File: src/rtl/fls_pkg.sv
// Shared command codes, read-port modes and status bit positions for the
// flash lock/status sequencer. Assumes a 3-bit command field.
package fls_pkg;
    typedef enum logic [2:0] {
        OP_RD_ARRAY  = 3'd0,
        OP_RD_STATUS = 3'd1,
        OP_CLR_STAT  = 3'd2,
        OP_PROGRAM   = 3'd3,
        OP_ERASE_BLK = 3'd4,
        OP_ERASE_ALL = 3'd5,
        OP_PROTECT   = 3'd6,
        OP_RD_PROT   = 3'd7
    } fls_op_e;

    typedef enum logic [1:0] {
        MODE_ARRAY  = 2'd0,
        MODE_STATUS = 2'd1,
        MODE_PROT   = 2'd2
    } fls_mode_e;

    localparam int unsigned ST_READY_BIT = 7;
    localparam int unsigned ST_ERASE_BIT = 5;
    localparam int unsigned ST_PROG_BIT  = 4;
    localparam logic [7:0]  PROT_OPEN_BYTE = 8'h40;
endpackage

File: src/rtl/fls_busy_timer.sv
// Busy window timer: a start pulse keeps `active` high for CYCLES cycles.
// `done` marks the final busy cycle, whose closing edge commits the operation.
// Assumes the caller only raises start while idle and CYCLES >= 1.
module fls_busy_timer #(
    parameter int unsigned CYCLES = 4
) (
    input  logic clk,
    input  logic rst_n,
    input  logic start,
    output logic active,
    output logic done
);
    localparam int unsigned CW = $clog2(CYCLES + 1);

    logic [CW-1:0] cnt_q;

    // Load the window length on start, then count down to zero.
    always_ff @(posedge clk) begin
        if (!rst_n)
            cnt_q <= '0;
        else if (start)
            cnt_q <= CW'(CYCLES);
        else if (cnt_q != '0)
            cnt_q <= cnt_q - 1'b1;
    end

    assign active = (cnt_q != '0);
    assign done   = (cnt_q == CW'(1));

    // a new operation never starts on top of a running one
    a_r3_start_when_idle: assert property (@(posedge clk) disable iff (!rst_n)
        start |-> !active);
    // the window closes right after its last cycle
    a_r3_done_closes: assert property (@(posedge clk) disable iff (!rst_n)
        done |=> !active);
    // a start always opens a busy window
    a_r3_start_opens: assert property (@(posedge clk) disable iff (!rst_n)
        start |=> active);
endmodule

File: src/rtl/fls_lock_bank.sv
// One active-low protection bit per block (0 = protected). A bit is cleared
// only by a protect request and set only by an erase of its block. The bypass
// input opens every block without touching the stored bits.
module fls_lock_bank #(
    parameter int unsigned NUM_BLOCKS = 4,
    localparam int unsigned BLK_W = $clog2(NUM_BLOCKS)
) (
    input  logic                  clk,
    input  logic                  rst_n,
    input  logic                  clr_en,
    input  logic [BLK_W-1:0]      clr_idx,
    input  logic [NUM_BLOCKS-1:0] set_mask,
    input  logic                  bypass,
    output logic [NUM_BLOCKS-1:0] lock_q,
    output logic [NUM_BLOCKS-1:0] open_mask
);
    for (genvar i = 0; i < NUM_BLOCKS; i++) begin : g_blk
        logic bit_r;

        // Erase sets the bit; a protect request for this block clears it.
        always_ff @(posedge clk) begin
            if (!rst_n)
                bit_r <= 1'b1;
            else if (set_mask[i])
                bit_r <= 1'b1;
            else if (clr_en && (clr_idx == BLK_W'(i)))
                bit_r <= 1'b0;
        end

        assign lock_q[i]    = bit_r;
        assign open_mask[i] = bit_r | bypass;

        // an erase leaves the block's bit at 1
        a_r5_erase_sets_bit: assert property (@(posedge clk) disable iff (!rst_n)
            set_mask[i] |=> lock_q[i]);
        // without an erase a cleared bit stays cleared
        a_r6_no_cmd_sets_bit: assert property (@(posedge clk) disable iff (!rst_n)
            (!set_mask[i] && !lock_q[i]) |=> !lock_q[i]);
    end
endmodule

File: src/rtl/fls_array.sv
// Register model of the flash array. Erase forces a whole block to 0xFF;
// program ANDs new data into one byte. Assumes BLOCK_BYTES is a power of two.
module fls_array #(
    parameter int unsigned NUM_BLOCKS  = 4,
    parameter int unsigned BLOCK_BYTES = 16,
    localparam int unsigned DEPTH = NUM_BLOCKS * BLOCK_BYTES,
    localparam int unsigned AW    = $clog2(DEPTH)
) (
    input  logic                  clk,
    input  logic                  rst_n,
    input  logic [AW-1:0]         rd_addr,
    output logic [7:0]            rd_byte,
    input  logic                  prog_en,
    input  logic [AW-1:0]         prog_addr,
    input  logic [7:0]            prog_data,
    input  logic [NUM_BLOCKS-1:0] erase_mask
);
    logic [7:0] cells [DEPTH];

    for (genvar j = 0; j < DEPTH; j++) begin : g_cell
        logic [7:0] cell_r;

        // Erase wins over program; program can only clear bits.
        always_ff @(posedge clk) begin
            if (!rst_n)
                cell_r <= 8'hFF;
            else if (erase_mask[j / BLOCK_BYTES])
                cell_r <= 8'hFF;
            else if (prog_en && (prog_addr == AW'(j)))
                cell_r <= cell_r & prog_data;
        end

        assign cells[j] = cell_r;

        // outside an erase no bit of a cell goes from 0 to 1
        a_r4_and_only: assert property (@(posedge clk) disable iff (!rst_n)
            !erase_mask[j / BLOCK_BYTES] |=> ((cell_r & ~$past(cell_r)) == 8'h00));
    end

    assign rd_byte = cells[rd_addr];
endmodule

File: src/rtl/flash_lock_seq.sv
// Command decoder and status sequencer in front of the flash array model.
// It accepts one command per idle cycle, runs long commands through the busy
// timer, enforces the per-block protection (unless bypassed) at completion, and
// selects array, status or protection data onto the read port.
// Assumes NUM_BLOCKS >= 2 and both NUM_BLOCKS and BLOCK_BYTES are powers of two.
module flash_lock_seq
    import fls_pkg::*;
#(
    parameter int unsigned NUM_BLOCKS  = 4,
    parameter int unsigned BLOCK_BYTES = 16,
    parameter int unsigned BUSY_CYCLES = 4,
    localparam int unsigned DEPTH = NUM_BLOCKS * BLOCK_BYTES,
    localparam int unsigned AW    = $clog2(DEPTH),
    localparam int unsigned BW    = $clog2(BLOCK_BYTES),
    localparam int unsigned BLK_W = $clog2(NUM_BLOCKS)
) (
    input  logic          clk,
    input  logic          rst_n,
    input  logic          cmd_valid,
    input  logic [2:0]    cmd_op,
    input  logic [AW-1:0] cmd_addr,
    input  logic [7:0]    cmd_data,
    input  logic          lock_bypass,
    input  logic [AW-1:0] rd_addr,
    output logic [7:0]    rd_data,
    output logic          ready,
    output logic          erase_fail,
    output logic          prog_fail
);
    fls_op_e   op_in, op_q;
    fls_mode_e mode_q;
    logic [AW-1:0] addr_q;
    logic [7:0]    data_q;
    logic          perr_q, eerr_q, prot_cap_q;

    logic accept, long_op, start, busy_act, busy_done;
    logic prog_en, prot_clr, perr_set, eerr_set;
    logic [NUM_BLOCKS-1:0] erase_mask, lock_q, open_mask;
    logic [BLK_W-1:0] blk;
    logic [7:0] arr_byte, status_byte;

    assign op_in  = fls_op_e'(cmd_op);
    assign accept = cmd_valid && !busy_act;
    assign blk    = addr_q[AW-1:BW];

    // Classify commands that need the busy window.
    always_comb begin
        case (op_in)
            OP_PROGRAM, OP_ERASE_BLK, OP_ERASE_ALL, OP_PROTECT, OP_RD_PROT: long_op = 1'b1;
            default:                                                        long_op = 1'b0;
        endcase
    end
    assign start = accept && long_op;

    fls_busy_timer #(.CYCLES(BUSY_CYCLES)) u_timer (
        .clk    (clk),
        .rst_n  (rst_n),
        .start  (start),
        .active (busy_act),
        .done   (busy_done)
    );

    // Decide the effect of the pending command on its completion edge.
    always_comb begin
        prog_en    = 1'b0;
        prot_clr   = 1'b0;
        perr_set   = 1'b0;
        eerr_set   = 1'b0;
        erase_mask = '0;
        if (busy_done) begin
            case (op_q)
                OP_PROGRAM: begin
                    prog_en  = open_mask[blk];
                    perr_set = !open_mask[blk];
                end
                OP_ERASE_BLK: begin
                    if (open_mask[blk])
                        erase_mask = {{(NUM_BLOCKS-1){1'b0}}, 1'b1} << blk;
                    eerr_set = !open_mask[blk];
                end
                OP_ERASE_ALL: erase_mask = open_mask;
                OP_PROTECT:   prot_clr   = 1'b1;
                default:      ;
            endcase
        end
    end

    fls_lock_bank #(.NUM_BLOCKS(NUM_BLOCKS)) u_locks (
        .clk       (clk),
        .rst_n     (rst_n),
        .clr_en    (prot_clr),
        .clr_idx   (blk),
        .set_mask  (erase_mask),
        .bypass    (lock_bypass),
        .lock_q    (lock_q),
        .open_mask (open_mask)
    );

    fls_array #(.NUM_BLOCKS(NUM_BLOCKS), .BLOCK_BYTES(BLOCK_BYTES)) u_array (
        .clk        (clk),
        .rst_n      (rst_n),
        .rd_addr    (rd_addr),
        .rd_byte    (arr_byte),
        .prog_en    (prog_en),
        .prog_addr  (addr_q),
        .prog_data  (data_q),
        .erase_mask (erase_mask)
    );

    // Read mode, sticky failure flags, pending command and protection capture.
    always_ff @(posedge clk) begin
        if (!rst_n) begin
            mode_q     <= MODE_ARRAY;
            perr_q     <= 1'b0;
            eerr_q     <= 1'b0;
            op_q       <= OP_RD_ARRAY;
            addr_q     <= '0;
            data_q     <= '0;
            prot_cap_q <= 1'b0;
        end else begin
            if (accept) begin
                case (op_in)
                    OP_RD_ARRAY:  mode_q <= MODE_ARRAY;
                    OP_RD_STATUS: mode_q <= MODE_STATUS;
                    OP_CLR_STAT: begin
                        perr_q <= 1'b0;
                        eerr_q <= 1'b0;
                    end
                    OP_RD_PROT:   mode_q <= MODE_PROT;
                    default:      mode_q <= MODE_STATUS;
                endcase
            end
            if (start) begin
                op_q   <= op_in;
                addr_q <= cmd_addr;
                data_q <= cmd_data;
            end
            if (perr_set) perr_q <= 1'b1;
            if (eerr_set) eerr_q <= 1'b1;
            if (busy_done && op_q == OP_RD_PROT)
                prot_cap_q <= lock_q[blk];
        end
    end

    // Assemble the status byte and steer the read port.
    always_comb begin
        status_byte = '0;
        status_byte[ST_READY_BIT] = ready;
        status_byte[ST_ERASE_BIT] = eerr_q;
        status_byte[ST_PROG_BIT]  = perr_q;
        case (mode_q)
            MODE_STATUS: rd_data = rd_addr[0] ? arr_byte : status_byte;
            MODE_PROT:   rd_data = prot_cap_q ? PROT_OPEN_BYTE : 8'h00;
            default:     rd_data = arr_byte;
        endcase
    end

    assign ready      = !busy_act;
    assign erase_fail = eerr_q;
    assign prog_fail  = perr_q;

    // the read mode cannot change while a command is running
    a_r2_mode_frozen_busy: assert property (@(posedge clk) disable iff (!rst_n)
        !ready |=> $stable(mode_q));
    // a program failure persists until clear status is taken
    a_r11_perr_sticky: assert property (@(posedge clk) disable iff (!rst_n)
        (prog_fail && !(accept && op_in == OP_CLR_STAT)) |=> prog_fail);
    // an erase failure persists until clear status is taken
    a_r11_eerr_sticky: assert property (@(posedge clk) disable iff (!rst_n)
        (erase_fail && !(accept && op_in == OP_CLR_STAT)) |=> erase_fail);
    // a refused program reports its failure
    a_r7_refused_prog_flags: assert property (@(posedge clk) disable iff (!rst_n)
        (busy_done && op_q == OP_PROGRAM && !open_mask[blk]) |=> prog_fail);
endmodule

File: config.mk
export PLATFORM = sky130hd
export DESIGN_NAME = flash_lock_seq
export DESIGN_NICKNAME = d
export VERILOG_FILES = /design/src/rtl/fls_pkg.sv /design/src/rtl/fls_busy_timer.sv /design/src/rtl/fls_lock_bank.sv /design/src/rtl/fls_array.sv /design/src/rtl/flash_lock_seq.sv
export SDC_FILE = /design/constraint.sdc
export NUM_CORES = 1
export LEC_CHECK = 0
export BUFFER_PORTS_ARGS = -buffer_cell sky130_fd_sc_hd__buf_2
export CAP_MARGIN = 20
export CORE_ASPECT_RATIO = 2
export CORE_MARGIN = 2
export CORE_UTILIZATION = 30
export DETAILED_ROUTE_END_ITERATION = 10
export PLACE_DENSITY_LB_ADDON = 0.08
export SYNTH_ARGS = -nofsm -noshare
export SYNTH_HDL_FRONTEND = slang
export SYNTH_HIERARCHICAL = 1
export SYNTH_SLANG_ARGS = --single-unit
File: constraint.sdc
create_clock -name clk -period 4.2 [get_ports clk]
set_input_delay 0 -clock clk [delete_from_list [all_inputs] [get_ports clk]]
set_output_delay 0 -clock clk [all_outputs]
set_load 0.05 [all_outputs]
==> run_summary.xml, run 1 <==
<?xml version="1.0" encoding="UTF-8"?>
<metrics>
  <group name="place">
    <metric name="gp_congestion" unit="">0.7786</metric>
    <metric name="placement.io_buffers" unit="">37</metric>
    <metric name="place_hpwl" unit="um">48780</metric>
  </group>
  <group name="logic_synthesis">
    <metric name="yosys.area.top_type" unit="">sky130_fd_sc_hd__dfxtp_1</metric>
    <metric name="synthDistinctLibCells" unit="">51</metric>
    <metric name="syn_area_per_cell" unit="um2">9.475</metric>
    <metric name="yosysSeqAreaShare" unit="%">51.07</metric>
    <metric name="number_of_flops_mapped_to_enable_cells_by_yosys" unit="">0</metric>
    <metric name="synth.area.top_cells" unit="">sky130_fd_sc_hd__dfxtp_1 (51%), sky130_fd_sc_hd__mux4_2 (13%), sky130_fd_sc_hd__o21ai_0 (13%)</metric>
    <metric name="dominantRegCellSynth" unit="">sky130_fd_sc_hd__dfxtp_1</metric>
    <metric name="postSynthCellCount" unit="">2238</metric>
    <metric name="synth_area" unit="um2">21210</metric>
    <metric name="synth_top_cell_area_share" unit="%">51.07</metric>
    <metric name="postSynthNetCount" unit="">2270</metric>
    <metric name="ys_seq_elements" unit="">541</metric>
    <metric name="synth-async-reset-ratio" unit="%">0</metric>
    <metric name="synth_warnings" unit="">6</metric>
  </group>
  <group name="cts">
    <metric name="clock_sink_count" unit="">541</metric>
    <metric name="clkSlewWorstSetupHoldPaths" unit="ns">0.06</metric>
    <metric name="post_cts_resize_count" unit="">0</metric>
    <metric name="h-tree-depth" unit="">2</metric>
    <metric name="cts_tree" unit="">built</metric>
    <metric name="clockBufferDepth" unit="">3</metric>
    <metric name="clk-insertion-delay-late" unit="ns">0.59</metric>
    <metric name="post-cts-setup-buffers" unit="">0</metric>
    <metric name="inserted_clock_buffers" unit="">52</metric>
    <metric name="cts_root_buffer" unit="">sky130_fd_sc_hd__clkbuf_16</metric>
  </group>
  <group name="finish">
    <metric name="final_core_util" unit="%">34.68</metric>
    <metric name="layout.area.seq" unit="um2">10840</metric>
    <metric name="share_of_post_route_cells_with_drive_strength_above_1" unit="%">14.19</metric>
    <metric name="synthToLayoutAreaGrowth" unit="%">14.38</metric>
    <metric name="n_fill_cell" unit="">7160</metric>
    <metric name="diodes" unit="">0</metric>
    <metric name="combined_area_of_the_multi_input_logic_cells" unit="um2">9618</metric>
    <metric name="final_net_count" unit="">2260</metric>
  </group>
  <group name="timing">
    <metric name="period_needed" unit="ns">3.274</metric>
    <metric name="fin_worst_skew" unit="ns">0.01256</metric>
    <metric name="worstMarginPinSlew" unit="ns">1.098</metric>
    <metric name="achievable-frequency" unit="MHz">305.5</metric>
    <metric name="worst_slew_margin_rel" unit="%">26.80</metric>
    <metric name="totalNegativeSetupSlack" unit="ns">0</metric>
    <metric name="rsz0062_at_grt" unit="">no</metric>
    <metric name="fin_crit_sh" unit="%">77.95</metric>
    <metric name="finalSetupViolations" unit="">0</metric>
    <metric name="count_of_endpoints_failing_hold_in_the_final_timing_report" unit="">0</metric>
    <metric name="report.final.slew_viol_count" unit="">0</metric>
  </group>
  <group name="pwr">
    <metric name="power_density" unit="nW/um2">462.0</metric>
    <metric name="finalPower" unit="W">0.01121</metric>
    <metric name="vdd_drop_max" unit="uV">291.6</metric>
    <metric name="power_leakage" unit="nW">8.265</metric>
  </group>
  <group name="route">
    <metric name="vias_per_cell" unit="">5.199</metric>
    <metric name="drt-total-wl" unit="um">73640</metric>
    <metric name="antenna_violation_net_count_after_detailed_routing" unit="">0</metric>
    <metric name="via_count" unit="">16497</metric>
    <metric name="drt_wl_cell" unit="um">23.21</metric>
    <metric name="drt_first_pass_iters" unit="">5</metric>
    <metric name="drtIter0Drc" unit="">1062</metric>
    <metric name="drc" unit="">0</metric>
  </group>
  <group name="worst_setup_path">
    <metric name="cp-start-kind" unit="">input pin</metric>
    <metric name="cp_slowest_stage_delay" unit="ns">0.52</metric>
    <metric name="critical_path.slowest_cell" unit="">sky130_fd_sc_hd__a211oi_1</metric>
    <metric name="setup.worst_path.end_class" unit="">output pin</metric>
    <metric name="worstPathArrival" unit="ns">3.27</metric>
    <metric name="cp_cell_sequence" unit="">buf_6 &gt; buf_12 &gt; buf_4 &gt; mux4_2 &gt; nor2b_1 &gt; a211oi_1 &gt; nor2_1 &gt; a22o_1 &gt; a22o_1 &gt; a22o_1 &gt; buf_2</metric>
    <metric name="timing.critical_path.mode_cell" unit="">sky130_fd_sc_hd__a22o_1</metric>
    <metric name="path_max_fanout" unit="">31</metric>
    <metric name="setup_crit_path_kind" unit="">in -&gt; out</metric>
    <metric name="crit_required" unit="ns">4.20</metric>
  </group>
  <group name="global_routing">
    <metric name="groute.usage.overall" unit="%">20.37</metric>
    <metric name="first_global_vias" unit="">16742</metric>
    <metric name="grt_antenna_before_repair" unit="">0</metric>
    <metric name="gr-total-overflow" unit="">0</metric>
    <metric name="grt_start_max_net_pins" unit="">89</metric>
    <metric name="first_pass_grt_wire_length" unit="um">110600</metric>
  </group>
  <group name="die">
    <metric name="fp-row-count" unit="">137</metric>
    <metric name="boundaryPins" unit="">38</metric>
    <metric name="fp.dieW" unit="um">192.0</metric>
    <metric name="std_cell_core_area" unit="um2">69940</metric>
    <metric name="effective_utilization_at_floorplan" unit="%">30.32</metric>
    <metric name="chipHeight" unit="um">380.0</metric>
    <metric name="die_area" unit="um2">72960</metric>
  </group>
  <group name="outcome">
    <metric name="outcome" unit="">finished clean</metric>
  </group>
  <group name="run">
    <metric name="max_cap_viol_count" unit="">0</metric>
  </group>
  <group name="min_path">
    <metric name="holdCritPathClass" unit="">in -&gt; reg</metric>
  </group>
</metrics>
## layout by cell type, fill, tap and decap left out, types with 11 or more instances in the layout
| cell type | n |
|---|---|
| sky130_fd_sc_hd__a21oi_1 | 39 |
| sky130_fd_sc_hd__a22o_1 | 14 |
| sky130_fd_sc_hd__buf_2 | 35 |
| sky130_fd_sc_hd__buf_4 | 39 |
| sky130_fd_sc_hd__clkbuf_1 | 12 |
| sky130_fd_sc_hd__clkbuf_16 | 53 |
| sky130_fd_sc_hd__clkinv_2 | 15 |
| sky130_fd_sc_hd__dfxtp_1 | 533 |
| sky130_fd_sc_hd__dlygate4sd3_1 | 27 |
| sky130_fd_sc_hd__inv_1 | 11 |
| sky130_fd_sc_hd__mux2i_1 | 17 |
| sky130_fd_sc_hd__mux4_2 | 124 |
| sky130_fd_sc_hd__nand2_1 | 584 |
| sky130_fd_sc_hd__nand3_1 | 15 |
| sky130_fd_sc_hd__nor2_1 | 36 |
| sky130_fd_sc_hd__nor2b_1 | 15 |
| sky130_fd_sc_hd__o21ai_0 | 542 |
| sky130_fd_sc_hd__o22ai_1 | 16 |
## where the power goes
group	total [W]	switching (W)	internal, W
sequential	0.00533	0.000162	0.00517
clock	0.00485	0.00211	0.00274
combinational	0.00102	0.000720	0.000303
## flip-flops by register name, summed over array words and instances (netlist names)
name,flops
addr_q,6
data_q,8
u_timer/cnt_q,3
mode_q,2
prog_fail,1
u_array/g_cell.cell_r,512
op_q,3
erase_fail,1
u_locks/g_blk.bit_r,4
prot_cap_q,1
## final cells by class
cell class                      count  share of cell area [%]
Sequential cell                   541                   44.70
Multi-Input combinational cell   1512                   39.65
Clock buffer                       75                   6.221
Tap cell                          903                   4.658
Timing Repair Buffer              110                   3.714
Clock inverter                     21                  0.8770
Inverter                           11                  0.1702
## critical path: cells and delay by family
kind            cells  cell delay (ns)
mux                 1             0.51
buf+inv             4             1.12
simple gates        2             0.26
compound gates      4             1.30
## stage by stage
stage	hold WS (ns)	std cells	area (um2)	worst slack (ns)
after floorplan	0.1175	2238	21210	1.761
after CTS	0.07275	3173	24250	0.8535
after global placement	0.2506	3049	22260	0.7770
after global routing	0.1397	3173	24250	0.8155
after detailed placement	0.2535	3050	22260	0.8539
final	0.09150	3173	24250	0.9262
## synth_stat cells, types with 9 or more instances
master,n
sky130_fd_sc_hd__nand2_1,584
sky130_fd_sc_hd__o21ai_0,542
sky130_fd_sc_hd__dfxtp_1,541
sky130_fd_sc_hd__clkbuf_1,131
sky130_fd_sc_hd__mux4_2,124
sky130_fd_sc_hd__a21oi_1,39
sky130_fd_sc_hd__nor2_1,36
sky130_fd_sc_hd__buf_2,24
sky130_fd_sc_hd__nor2b_1,19
sky130_fd_sc_hd__mux2i_1,17
sky130_fd_sc_hd__o22ai_1,16
sky130_fd_sc_hd__nand3_1,15
sky130_fd_sc_hd__a22o_1,14
sky130_fd_sc_hd__buf_4,11
sky130_fd_sc_hd__inv_1,11
sky130_fd_sc_hd__a211oi_1,9
## final timing paths
| path | cells after the start | end | slack (ns) | startpoint |
|---|---|---|---|---|
| max | 11 | rd_data[4] | 0.93 | rd_addr[1] |
| max reg2reg | 9 | u_array/g_cell[16].cell_r[7]$_SDFFE_PP1P_ | 1.28 | u_timer/cnt_q[1]$_SDFFE_PP0P_ |
| min reg2reg | 2 | u_array/g_cell[3].cell_r[1]$_SDFFE_PP1P_ | 0.46 | u_array/g_cell[3].cell_r[1]$_SDFFE_PP1P_ |
| min | 5 | u_locks/g_blk[0].bit_r$_SDFFE_PP1P_ | 0.09 | lock_bypass |
## logic make-up after synthesis
| family | Yosys count | synth area share, % |
|---|---|---|
| simple gates | 698 | 13.36 |
| compound gates | 653 | 16.33 |
| flops | 541 | 51.07 |
| buf+inv | 185 | 3.764 |
| mux | 155 | 15.14 |
| fa+ha+maj | 5 | 0.2950 |
| xor+xnor | 1 | 0.04131 |
## per-layer routing
metal / vias to the layer above / global-route usage [%] / routed length [um]
li1: 7819 / - / -
met1: 8226 / 22.93 / 28150
met2: 356 / 38.92 / 40430
met3: 96 / 2.066 / 2491
met4: 0 / 7.224 / 2572
met5: - / 0 / 0
## what timing repair did
item	4_1_cts	5_1_grt
setup endpoints to repair	0	0
hold buffers	27	0
hold endpoints to repair	66	0
Power figures use the tool's default switching activity.
==> run 2, diff against run 1 <==
Clock period 4.2 ns to 3.33 ns, I/O delays scaled along.
==> run 2 against run 1 <==
Sequential share of layout area shrank 0.93 points. Register-to-register slack got worse by 0.73 ns. Sequential cell count is the same. Clock-buffer cell count did not move. Cell count rose by 1.4%. Die area stayed put. Via count rose by 1.4%. First-iteration DRC count decreased by 1.0%. Core utilization is 0.73 points higher. Wire length up 1.2%. Critical path type is now reg -> out. Largest cell class unchanged. Largest power group unchanged.
==> run_summary.xml, run 2 (synthesized netlist as in run 1, its figures left out) <==
<?xml version="1.0" encoding="UTF-8"?>
<metrics>
  <group name="min_path">
    <metric name="min_to" unit="">u_locks/g_blk[0].bit_r$_SDFFE_PP1P_</metric>
    <metric name="worstHoldPathCells" unit="">5</metric>
    <metric name="hold_path_startpoint" unit="">lock_bypass</metric>
    <metric name="holdCritPathClass" unit="">in -&gt; reg</metric>
  </group>
  <group name="global_routing">
    <metric name="grt_start_max_net_pins" unit="">89</metric>
    <metric name="gr-total-overflow" unit="">0</metric>
    <metric name="first_pass_grt_wire_length" unit="um">112600</metric>
    <metric name="grt_antenna_before_repair" unit="">0</metric>
    <metric name="first_global_vias" unit="">17238</metric>
    <metric name="groute.usage.overall" unit="%">20.64</metric>
  </group>
  <group name="pwr">
    <metric name="power_leakage" unit="nW">8.571</metric>
    <metric name="vdd_drop_max" unit="uV">555.8</metric>
    <metric name="power_density" unit="nW/um2">585.1</metric>
  </group>
  <group name="die">
    <metric name="fp-row-count" unit="">137</metric>
    <metric name="effective_utilization_at_floorplan" unit="%">30.32</metric>
    <metric name="fp.dieW" unit="um">192.0</metric>
    <metric name="boundaryPins" unit="">38</metric>
    <metric name="chipHeight" unit="um">380.0</metric>
    <metric name="std_cell_core_area" unit="um2">69940</metric>
    <metric name="die_area" unit="um2">72960</metric>
  </group>
  <group name="finish">
    <metric name="share_of_post_route_cells_with_drive_strength_above_1" unit="%">15.82</metric>
    <metric name="final_net_count" unit="">2304</metric>
    <metric name="largestRegisters" unit="">u_array/g_cell.cell_r: 512 flops, data_q: 8 flops, addr_q: 6 flops</metric>
    <metric name="layout.cells.most_common" unit="">sky130_fd_sc_hd__nand2_1</metric>
    <metric name="regMostFlops" unit="">u_array/g_cell.cell_r</metric>
    <metric name="layout_common_cells" unit="">sky130_fd_sc_hd__nand2_1 (584), sky130_fd_sc_hd__o21ai_0 (542), sky130_fd_sc_hd__dfxtp_1 (533)</metric>
    <metric name="diodes" unit="">0</metric>
    <metric name="fin_cells" unit="">3217</metric>
    <metric name="n_fill_cell" unit="">7173</metric>
    <metric name="synthToLayoutAreaGrowth" unit="%">16.78</metric>
    <metric name="max_reg_flops" unit="">512</metric>
  </group>
  <group name="route">
    <metric name="drt_first_pass_iters" unit="">5</metric>
    <metric name="drt-total-wl" unit="um">74490</metric>
    <metric name="drt_wl_cell" unit="um">23.16</metric>
    <metric name="uppermost_routed_layer" unit="">met4</metric>
    <metric name="vias_per_cell" unit="">5.198</metric>
    <metric name="met2RoutedLength" unit="um">41260</metric>
    <metric name="antenna_violation_net_count_after_detailed_routing" unit="">0</metric>
    <metric name="met3RoutedLength" unit="um">1983</metric>
    <metric name="drtIter0Drc" unit="">1051</metric>
    <metric name="route.layer.met1.wl" unit="um">28570</metric>
    <metric name="drc" unit="">0</metric>
    <metric name="via_count" unit="">16723</metric>
  </group>
  <group name="cts">
    <metric name="inserted_clock_buffers" unit="">52</metric>
    <metric name="clock_sink_count" unit="">541</metric>
    <metric name="h-tree-depth" unit="">2</metric>
    <metric name="cts_tree" unit="">built</metric>
    <metric name="clkSlewWorstSetupHoldPaths" unit="ns">0.07</metric>
    <metric name="cts_root_buffer" unit="">sky130_fd_sc_hd__clkbuf_16</metric>
    <metric name="cts-hold-fix-buffers" unit="">34</metric>
    <metric name="clockBufferDepth" unit="">3</metric>
    <metric name="post-cts-setup-buffers" unit="">0</metric>
    <metric name="post_cts_resize_count" unit="">0</metric>
    <metric name="clk-insertion-delay-late" unit="ns">0.63</metric>
  </group>
  <group name="run">
    <metric name="max_cap_viol_count" unit="">0</metric>
  </group>
  <group name="worst_setup_path">
    <metric name="critical_path.reg2reg.startpoint" unit="">addr_q[4]$_SDFFE_PN0P_</metric>
    <metric name="rr_worst_depth" unit="">8</metric>
    <metric name="crit_required" unit="ns">3.33</metric>
    <metric name="path_max_fanout" unit="">2</metric>
    <metric name="cp-start-kind" unit="">flip-flop</metric>
    <metric name="timing.rr.end" unit="">u_array/g_cell[41].cell_r[4]$_SDFFE_PP1P_</metric>
    <metric name="worstPathArrival" unit="ns">3.17</metric>
    <metric name="r2r_slack" unit="ns">0.55</metric>
    <metric name="setup.worst_path.end_class" unit="">output pin</metric>
    <metric name="setup_crit_path_kind" unit="">reg -&gt; out</metric>
  </group>
  <group name="timing">
    <metric name="totalNegativeSetupSlack" unit="ns">0</metric>
    <metric name="report.final.slew_viol_count" unit="">0</metric>
    <metric name="period_needed" unit="ns">3.168</metric>
    <metric name="achievable-frequency" unit="MHz">315.7</metric>
    <metric name="fin_worst_skew" unit="ns">0.02652</metric>
    <metric name="count_of_endpoints_failing_hold_in_the_final_timing_report" unit="">0</metric>
    <metric name="fin_crit_sh" unit="%">95.13</metric>
    <metric name="rsz0062_at_grt" unit="">no</metric>
    <metric name="finalSetupViolations" unit="">0</metric>
    <metric name="worstMarginPinSlew" unit="ns">1.083</metric>
    <metric name="worst_slew_margin_rel" unit="%">27.80</metric>
  </group>
  <group name="place">
    <metric name="place_hpwl" unit="um">51810</metric>
    <metric name="dp.cells" unit="">3087</metric>
    <metric name="gp_congestion" unit="">0.8199</metric>
    <metric name="placement.io_buffers" unit="">37</metric>
  </group>
  <group name="outcome">
    <metric name="outcome" unit="">finished clean</metric>
  </group>
</metrics>
## run 2: how the worst max path moves through the flow
stage / from / end / slack, ns / depth (start not counted)
floorplan: rd_addr[4] / rd_data[6] / 0.89 / 9
finish: u_array/g_cell[62].cell_r[7]$_SDFFE_PP1P_ / rd_data[7] / 0.16 / 8
global placement: rd_addr[0] / rd_data[5] / 0.42 / 10
CTS: u_array/g_cell[62].cell_r[7]$_SDFFE_PP1P_ / rd_data[7] / 0.14 / 8
global route: u_array/g_cell[62].cell_r[7]$_SDFFE_PP1P_ / rd_data[7] / 0.16 / 8
detailed placement: rd_addr[0] / rd_data[5] / 0.49 / 10
## run 2: through the flow
stage / power [W] / hold WS (ns) / utilization (%) / setup slack (ns) / area [um2]
global route: 0.01504 / 0.1390 / 35.41 / 0.1649 / 24760
global placement: 0.008231 / 0.2549 / 32.34 / 0.4156 / 22620
CTS: 0.01473 / 0.03679 / 35.41 / 0.1423 / 24760
finish: 0.01449 / 0.05175 / 35.41 / 0.1620 / 24760
floorplan: 0.007623 / 0.1175 / - / 0.8914 / 21210
detailed placement: 0.008248 / 0.2611 / 32.34 / 0.4881 / 22620
## run 2: metal layers
metal | GRT usage [%] | up-vias
met3 | 2.112 | 108
met2 | 39.54 | 285
met1 | 23.06 | 8423
li1 | - | 7907
met4 | 7.492 | 0
met5 | 0 | -
## run 2: critical path: stages, from the launching register on
cell	delay (ns)
sky130_fd_sc_hd__dfxtp_1	0.31
sky130_fd_sc_hd__mux4_2	0.49
sky130_fd_sc_hd__nor2b_1	0.15
sky130_fd_sc_hd__a211oi_1	0.49
sky130_fd_sc_hd__nor2_1	0.11
sky130_fd_sc_hd__a22o_1	0.31
sky130_fd_sc_hd__a22o_1	0.27
sky130_fd_sc_hd__a22o_1	0.19
sky130_fd_sc_hd__buf_2	0.21
## run 2: layout make-up
cell class / count / area, um2 / area share [%]
sequential: 541 / 10840 / 43.78
clock inverter: 21 / 269.0 / 1.086
tap: 903 / 1130 / 4.562
inverter: 11 / 41.29 / 0.1667
timing repair buffer: 154 / 1314 / 5.305
clock buffer: 75 / 1538 / 6.210
multi-input combinational: 1512 / 9632 / 38.89
## run 2: where the power goes
group / total [W] / switching, W / internal (W) / leakage (nW)
registers: 0.00676 / 0.000240 / 0.00652 / 4.38
clock network: 0.00636 / 0.00275 / 0.00361 / 0.894
logic: 0.00137 / 0.000915 / 0.000450 / 3.29
total: 0.0145 / 0.00390 / 0.0106 / 8.57
